$ cat src/rtl/mstrobe_pkg.sv
package mstrobe_pkg;
  localparam int TICK_W   = 5;
  localparam int TICK_MAX = (1 << TICK_W) - 1;
  localparam int N_STB    = 2;   // strobe index: 0 = output enable, 1 = write enable

  typedef logic [TICK_W-1:0] tick_t;

  typedef struct packed {
    tick_t rd_on;
    tick_t rd_off;
    tick_t wr_on;
    tick_t wr_off;
    tick_t ad_on;
    tick_t ad_off;
    logic  rd_half;
    logic  wr_half;
  } tcfg_t;
endpackage

$ cat src/rtl/mstrobe_tick_counter.sv
module mstrobe_tick_counter
  import mstrobe_pkg::*;
(
  input  logic  clk,
  input  logic  rst_n,
  input  logic  start,
  output tick_t cnt_nxt,
  output tick_t cnt_q
);
  localparam tick_t SAT = tick_t'(TICK_MAX);

  always_comb begin
    if (start)           cnt_nxt = '0;
    else if (cnt_q == SAT) cnt_nxt = SAT;
    else                 cnt_nxt = cnt_q + tick_t'(1);
  end

  // reset to the saturated value: idle looks like a finished access
  always_ff @(posedge clk or negedge rst_n) begin
    if (!rst_n) cnt_q <= SAT;
    else        cnt_q <= cnt_nxt;
  end
endmodule

$ cat src/rtl/mstrobe_window.sv
module mstrobe_window
  import mstrobe_pkg::*;
(
  input  tick_t t,
  input  tick_t t_on,
  input  tick_t t_off,
  output logic  hit
);
  assign hit = (t >= t_on) && (t < t_off);
endmodule

$ cat src/rtl/mstrobe_half_delay.sv
module mstrobe_half_delay (
  input  logic clk,
  input  logic rst_n,
  input  logic level,
  input  logic half,
  output logic pos_q,
  output logic pin_n
);
  logic neg_q;

  always_ff @(posedge clk or negedge rst_n) begin
    if (!rst_n) pos_q <= 1'b0;
    else        pos_q <= level;
  end

  always_ff @(negedge clk or negedge rst_n) begin
    if (!rst_n) neg_q <= 1'b0;
    else        neg_q <= pos_q;
  end

  assign pin_n = ~(half ? neg_q : pos_q);
endmodule

$ cat src/rtl/mem_strobe_gen.sv
module mem_strobe_gen
  import mstrobe_pkg::*;
(
  input  logic        clk,
  input  logic        rst_n,
  input  logic        start,
  input  logic        is_write,
  input  logic        mux_mode,
  input  logic [31:0] cfg,
  output logic        oe_n,
  output logic        we_n,
  output logic        addr_drive,
  output logic        cfg_err
);
  tcfg_t cfg_in, cfg_q, cfg_nxt;
  logic  wr_q, wr_nxt, mux_q, mux_nxt;
  tick_t cnt_nxt, cnt_q;
  logic  hit_rd, hit_wr, hit_ad;
  logic  addr_q;
  logic [5:0] unused_cfg_bits;

  logic [N_STB-1:0] stb_level, stb_half, stb_pos, stb_pin;

  // field unpacking of the timing word
  assign cfg_in.rd_on   = tick_t'(cfg[3:0]);
  assign cfg_in.ad_on   = tick_t'(cfg[6:4]);
  assign cfg_in.rd_half = cfg[7];
  assign cfg_in.rd_off  = cfg[12:8];
  assign cfg_in.ad_off  = tick_t'(cfg[15:13]);
  assign cfg_in.wr_on   = tick_t'(cfg[19:16]);
  assign cfg_in.wr_half = cfg[23];
  assign cfg_in.wr_off  = cfg[28:24];
  assign unused_cfg_bits = {cfg[31:29], cfg[22:20]};

  assign cfg_err = mux_mode && (cfg_in.ad_off >= cfg_in.rd_on);

  // access context captured on start
  assign cfg_nxt = start ? cfg_in   : cfg_q;
  assign wr_nxt  = start ? is_write : wr_q;
  assign mux_nxt = start ? mux_mode : mux_q;

  always_ff @(posedge clk or negedge rst_n) begin
    if (!rst_n) begin
      cfg_q <= '0;
      wr_q  <= 1'b0;
      mux_q <= 1'b0;
    end else begin
      cfg_q <= cfg_nxt;
      wr_q  <= wr_nxt;
      mux_q <= mux_nxt;
    end
  end

  mstrobe_tick_counter u_cnt (
    .clk(clk), .rst_n(rst_n), .start(start),
    .cnt_nxt(cnt_nxt), .cnt_q(cnt_q)
  );

  mstrobe_window u_win_rd (.t(cnt_nxt), .t_on(cfg_nxt.rd_on), .t_off(cfg_nxt.rd_off), .hit(hit_rd));
  mstrobe_window u_win_wr (.t(cnt_nxt), .t_on(cfg_nxt.wr_on), .t_off(cfg_nxt.wr_off), .hit(hit_wr));
  mstrobe_window u_win_ad (.t(cnt_nxt), .t_on(cfg_nxt.ad_on), .t_off(cfg_nxt.ad_off), .hit(hit_ad));

  // strobe levels for the tick that starts at the next edge
  always_comb begin
    if (wr_nxt) stb_level[0] = mux_nxt && hit_ad;
    else        stb_level[0] = hit_rd || (mux_nxt && hit_ad);
    stb_level[1] = wr_nxt && hit_wr;
  end

  assign stb_half[0] = cfg_q.rd_half;
  assign stb_half[1] = cfg_q.wr_half;

  generate
    for (genvar s = 0; s < N_STB; s++) begin : g_stb
      mstrobe_half_delay u_dly (
        .clk(clk), .rst_n(rst_n),
        .level(stb_level[s]), .half(stb_half[s]),
        .pos_q(stb_pos[s]), .pin_n(stb_pin[s])
      );
    end
  endgenerate

  always_ff @(posedge clk or negedge rst_n) begin
    if (!rst_n) addr_q <= 1'b0;
    else        addr_q <= mux_nxt && !wr_nxt && (cnt_nxt < cfg_nxt.rd_on);
  end

  assign oe_n       = stb_pin[0];
  assign we_n       = stb_pin[1];
  assign addr_drive = addr_q;
endmodule

$ cat config.mk
export PLATFORM = sky130hd
export DESIGN_NAME = mem_strobe_gen
export DESIGN_NICKNAME = d
export VERILOG_FILES = /design/src/rtl/mstrobe_pkg.sv /design/src/rtl/mstrobe_tick_counter.sv /design/src/rtl/mstrobe_window.sv /design/src/rtl/mstrobe_half_delay.sv /design/src/rtl/mem_strobe_gen.sv
export SDC_FILE = /design/constraint.sdc
export NUM_CORES = 1
export LEC_CHECK = 0
export CAP_MARGIN = 15
export CORE_ASPECT_RATIO = 1.75
export CORE_MARGIN = 3
export CORE_UTILIZATION = 25
export DETAILED_ROUTE_END_ITERATION = 8
export MAX_ROUTING_LAYER = met4
export PLACE_DENSITY = 0.46
export SYNTH_ARGS = -nofsm -noshare
export SYNTH_HDL_FRONTEND = slang
export SYNTH_SLANG_ARGS = --single-unit
$ cat constraint.sdc
create_clock -name clk -period 3.1 [get_ports clk]
set_input_delay 0.31 -clock clk [delete_from_list [all_inputs] [get_ports clk]]
set_output_delay 0.31 -clock clk [all_outputs]
set_load 0.02 [all_outputs]
==> run summary <==
Fin cells = 372
Nets = 319
DR WL/cell = 13.1 um
# diodes = 0
Worst Hold Class = in2async
Number of buffers created by CTS = 5
Setup TNS = 0 ns
Clock transition at the registers of the reported paths = 0.06 ns
Flip-flop and latch count after synthesis = 44
Total grt overflow = 0
Synth area leaders = dfrtp_1 (40%), ha_1 (17%), mux2i_1 (9.0%)
First-pass GRT wire length = 8380 um
Via count = 1591
FILL cells = 989
Setup bufs post-CTS = 0
Largest area contributor in the netlist = dfrtp_1
Worst Max-Slew Pin Slew = 0.573 ns
Switch share = 25.3%
Core Util, Final = 33.0%
H-tree lvl count = 2
FP Rows = 46
Share of cells above drive strength 1 = 12.7%
DRC = 0
1st-pass router iterations = 3
Post-synthesis sequential area ratio = 47.4%
Worst VDD drop = 0.213 mV
Avg Cell Area, Syn = 11.4 um^2
Cell area after synthesis = 0.00233 mm^2
Status = finished, final reports clean
Final WS setup = 0.151 ns
Crit Path Max Fanout = 1
Hold Vio Cnt, Final = 0
Die Wd = 79.1 um
Share of the synthesized area in the top cell type = 39.7%
CP top delay family = buffers and inverters
Psw = 356 uW
Maxcap violations = 0
Fin. max-slew vios = 0
Flop pwr share = 45.5%
RSZ-0062 raised after global routing = false
Crit-path slowest cell = dlygate4sd2_1
CTS tree = yes
Clk pwr share = 36.5%
Detailed placement HPWL = 3780 um
Core area = 0.00909 mm^2
GPL Wtd Cong = 0.749
Starting Density = 25.7%
Ports = 41
Die H = 134 um
Vias per std cell = 4.28
Global-route usage over all layers = 10.8%
Syn. warnings = 0
Setup crit start kind = register
Pwr dens = 469 mW/mm^2
Layout Skew = 0.0215 ns
Input/output buffers = 34
P&R area growth vs syn = 28.6%
Longest Clk Path Bufs = 2
Sink count of the clock tree = 44
P_int = 1.05 mW
Peak per-stage delay on the critical path = 0.34 ns
Final wirelength = 4880 um
Mapped Nets = 272
Crit Path Class = reg2out
Rel. slew slack = 61.6%
Syn Inst Count = 204
Power Total = 1.41 mW
CP Buf/Inv Count = 1
DP Cell Count = 363
Combinational Power Share = 18.0%
Vias in the first global route = 1752
Unique masters post-synth = 29
Die footprint = 0.0106 mm^2
CP Data Arrival Time = 2.64 ns
Clock Latency Late Sink = 0.30 ns
Clock root cell = clkbuf_16
Maximum number of pins on one net before global-route repair = 32
Iter 0 DRT Violations = 75
Finish-stage setup viols = 0
Req. time, crit path = 2.79 ns
Worst-path cell chain = mux2i_1, dlygate4sd2_1
Setup WS pre-CTS = 0.184 ns
Initial antenna violation count = 0
Leak = 1.52 nW
ANT nets after route = 0
Endpoint class of the critical path = output port
sequential cells by signal, summed over array words and instances, names as in the netlist:
register           flops
cfg_q                 32
g_stb.u_dly.neg_q      2
addr_drive             1
wr_q                   1
u_cnt.cnt_q            5
g_stb.u_dly.pos_q      2
mux_q                  1
worst register-to-register path: cells and delay by family, from the launching register on:
family	cells	cell delay (ns)
compound gates	4	0.95
fa+ha+maj	2	0.53
buf+inv	1	0.17
flops	1	0.55
simple gates	2	0.26
power by group through the flow:
stage	Sequential (mW)	Combinational, mW	Clock, mW
detailed placement	0.652	0.264	0
finish	0.642	0.253	0.514
CTS	0.642	0.263	0.536
floorplan	0.650	0.150	0
global route	0.648	0.293	0.553
global placement	0.651	0.261	0
cell usage after synthesis:
master and number:
nand4_1 4, buf_6 1, nand2_1 5, dfstp_2 5
nor3b_1 1, o32ai_2 1, dfrtn_1 2, o31a_1 1
mux2_2 9, a2111oi_0 1, ha_1 31, nor3_1 1
a21o_1 4, nor2_1 6, nor4_1 1, a21oi_1 10
mux2i_1 21, a21boi_0 2, nand2b_1 9, a2111o_1 1
dfrtp_1 37, buf_2 3, o21a_1 1, a31oi_1 3
nand3_1 3, o211ai_1 1, a211oi_1 5, inv_1 33
o21ai_0 2
layout by cell type, fill, tap and decap left out, drive strengths merged, types with 5 or more instances in the layout:
| master | count |
|---|---|
| a211oi | 5 |
| a21oi | 10 |
| buf | 11 |
| clkbuf | 7 |
| clkdlybuf4s50 | 30 |
| dfrtp | 37 |
| dfstp | 5 |
| ha | 31 |
| inv | 33 |
| mux2 | 9 |
| mux2i | 21 |
| nand2 | 5 |
| nand2b | 9 |
| nor2 | 6 |
stage by stage:
step                      hold WS [ns]  instance area (um^2)
after floorplan                 0.0144                  2330
after global placement           0.248                  2860
after detailed placement         0.250                  2860
after CTS                        0.475                  3000
after global routing             0.501                  3000
final                            0.457                  3000
cell families (layout without fill, tap and decap cells):
| group | count (synthesis) | count (layout) | synth area share [%] |
|---|---|---|---|
| flops | 44 | 44 | 47.4 |
| buf+inv | 37 | 85 | 6.43 |
| compound gates | 32 | 32 | 9.49 |
| fa+ha+maj | 31 | 31 | 16.6 |
| mux | 30 | 30 | 13.3 |
| simple gates | 30 | 30 | 6.70 |
routing by layer:
metal  share of wire, %  vias to the layer above  wire length [um]  global-route usage, %
met5                  0                        -                 0                      -
met4                3.7                        0               179                   6.31
met3                3.1                       10               153                   2.15
met2                 54                       21              2650                   18.9
met1                 39                      755              1890                   10.8
li1                   -                      805                 -                      -
final cells by class:
class / count / area [um^2] / share of cell area [%]
sequential: 44 / 1110 / 36.9
clock inverter: 1 / 5.00 / 0.167
tap: 120 / 150 / 5.00
multi-input combinational: 123 / 1080 / 35.9
inverter: 33 / 124 / 4.13
timing repair buffer: 44 / 405 / 13.5
clock buffer: 7 / 133 / 4.42
final timing paths:
kind | endpoint | depth (start not counted) | slack [ns] | start
max in group asynchronous | g_stb[0].u_dly.neg_q | 2 | 0.94 | rst_n
min reg2reg | cfg_q[21] | 2 | 0.48 | cfg_q[21]
max | we_n | 2 | 0.15 | g_stb[1].u_dly.neg_q
min in group clk | cfg_q[21] | 2 | 0.48 | cfg_q[21]
max reg2reg | g_stb[1].u_dly.pos_q | 9 | 0.52 | u_cnt.cnt_q[0]
min | cfg_q[16] | 2 | 0.46 | rst_n
what timing repair did:
| action | in CTS | in global routing |
|---|---|---|
| endpoints found under the hold margin | 11 | 0 |
| setup endpoints to repair | 2 | 0 |
| gates resized for setup | 2 | 0 |
| hold buffers | 1 | 0 |
(Power assumes the default switching activity.)
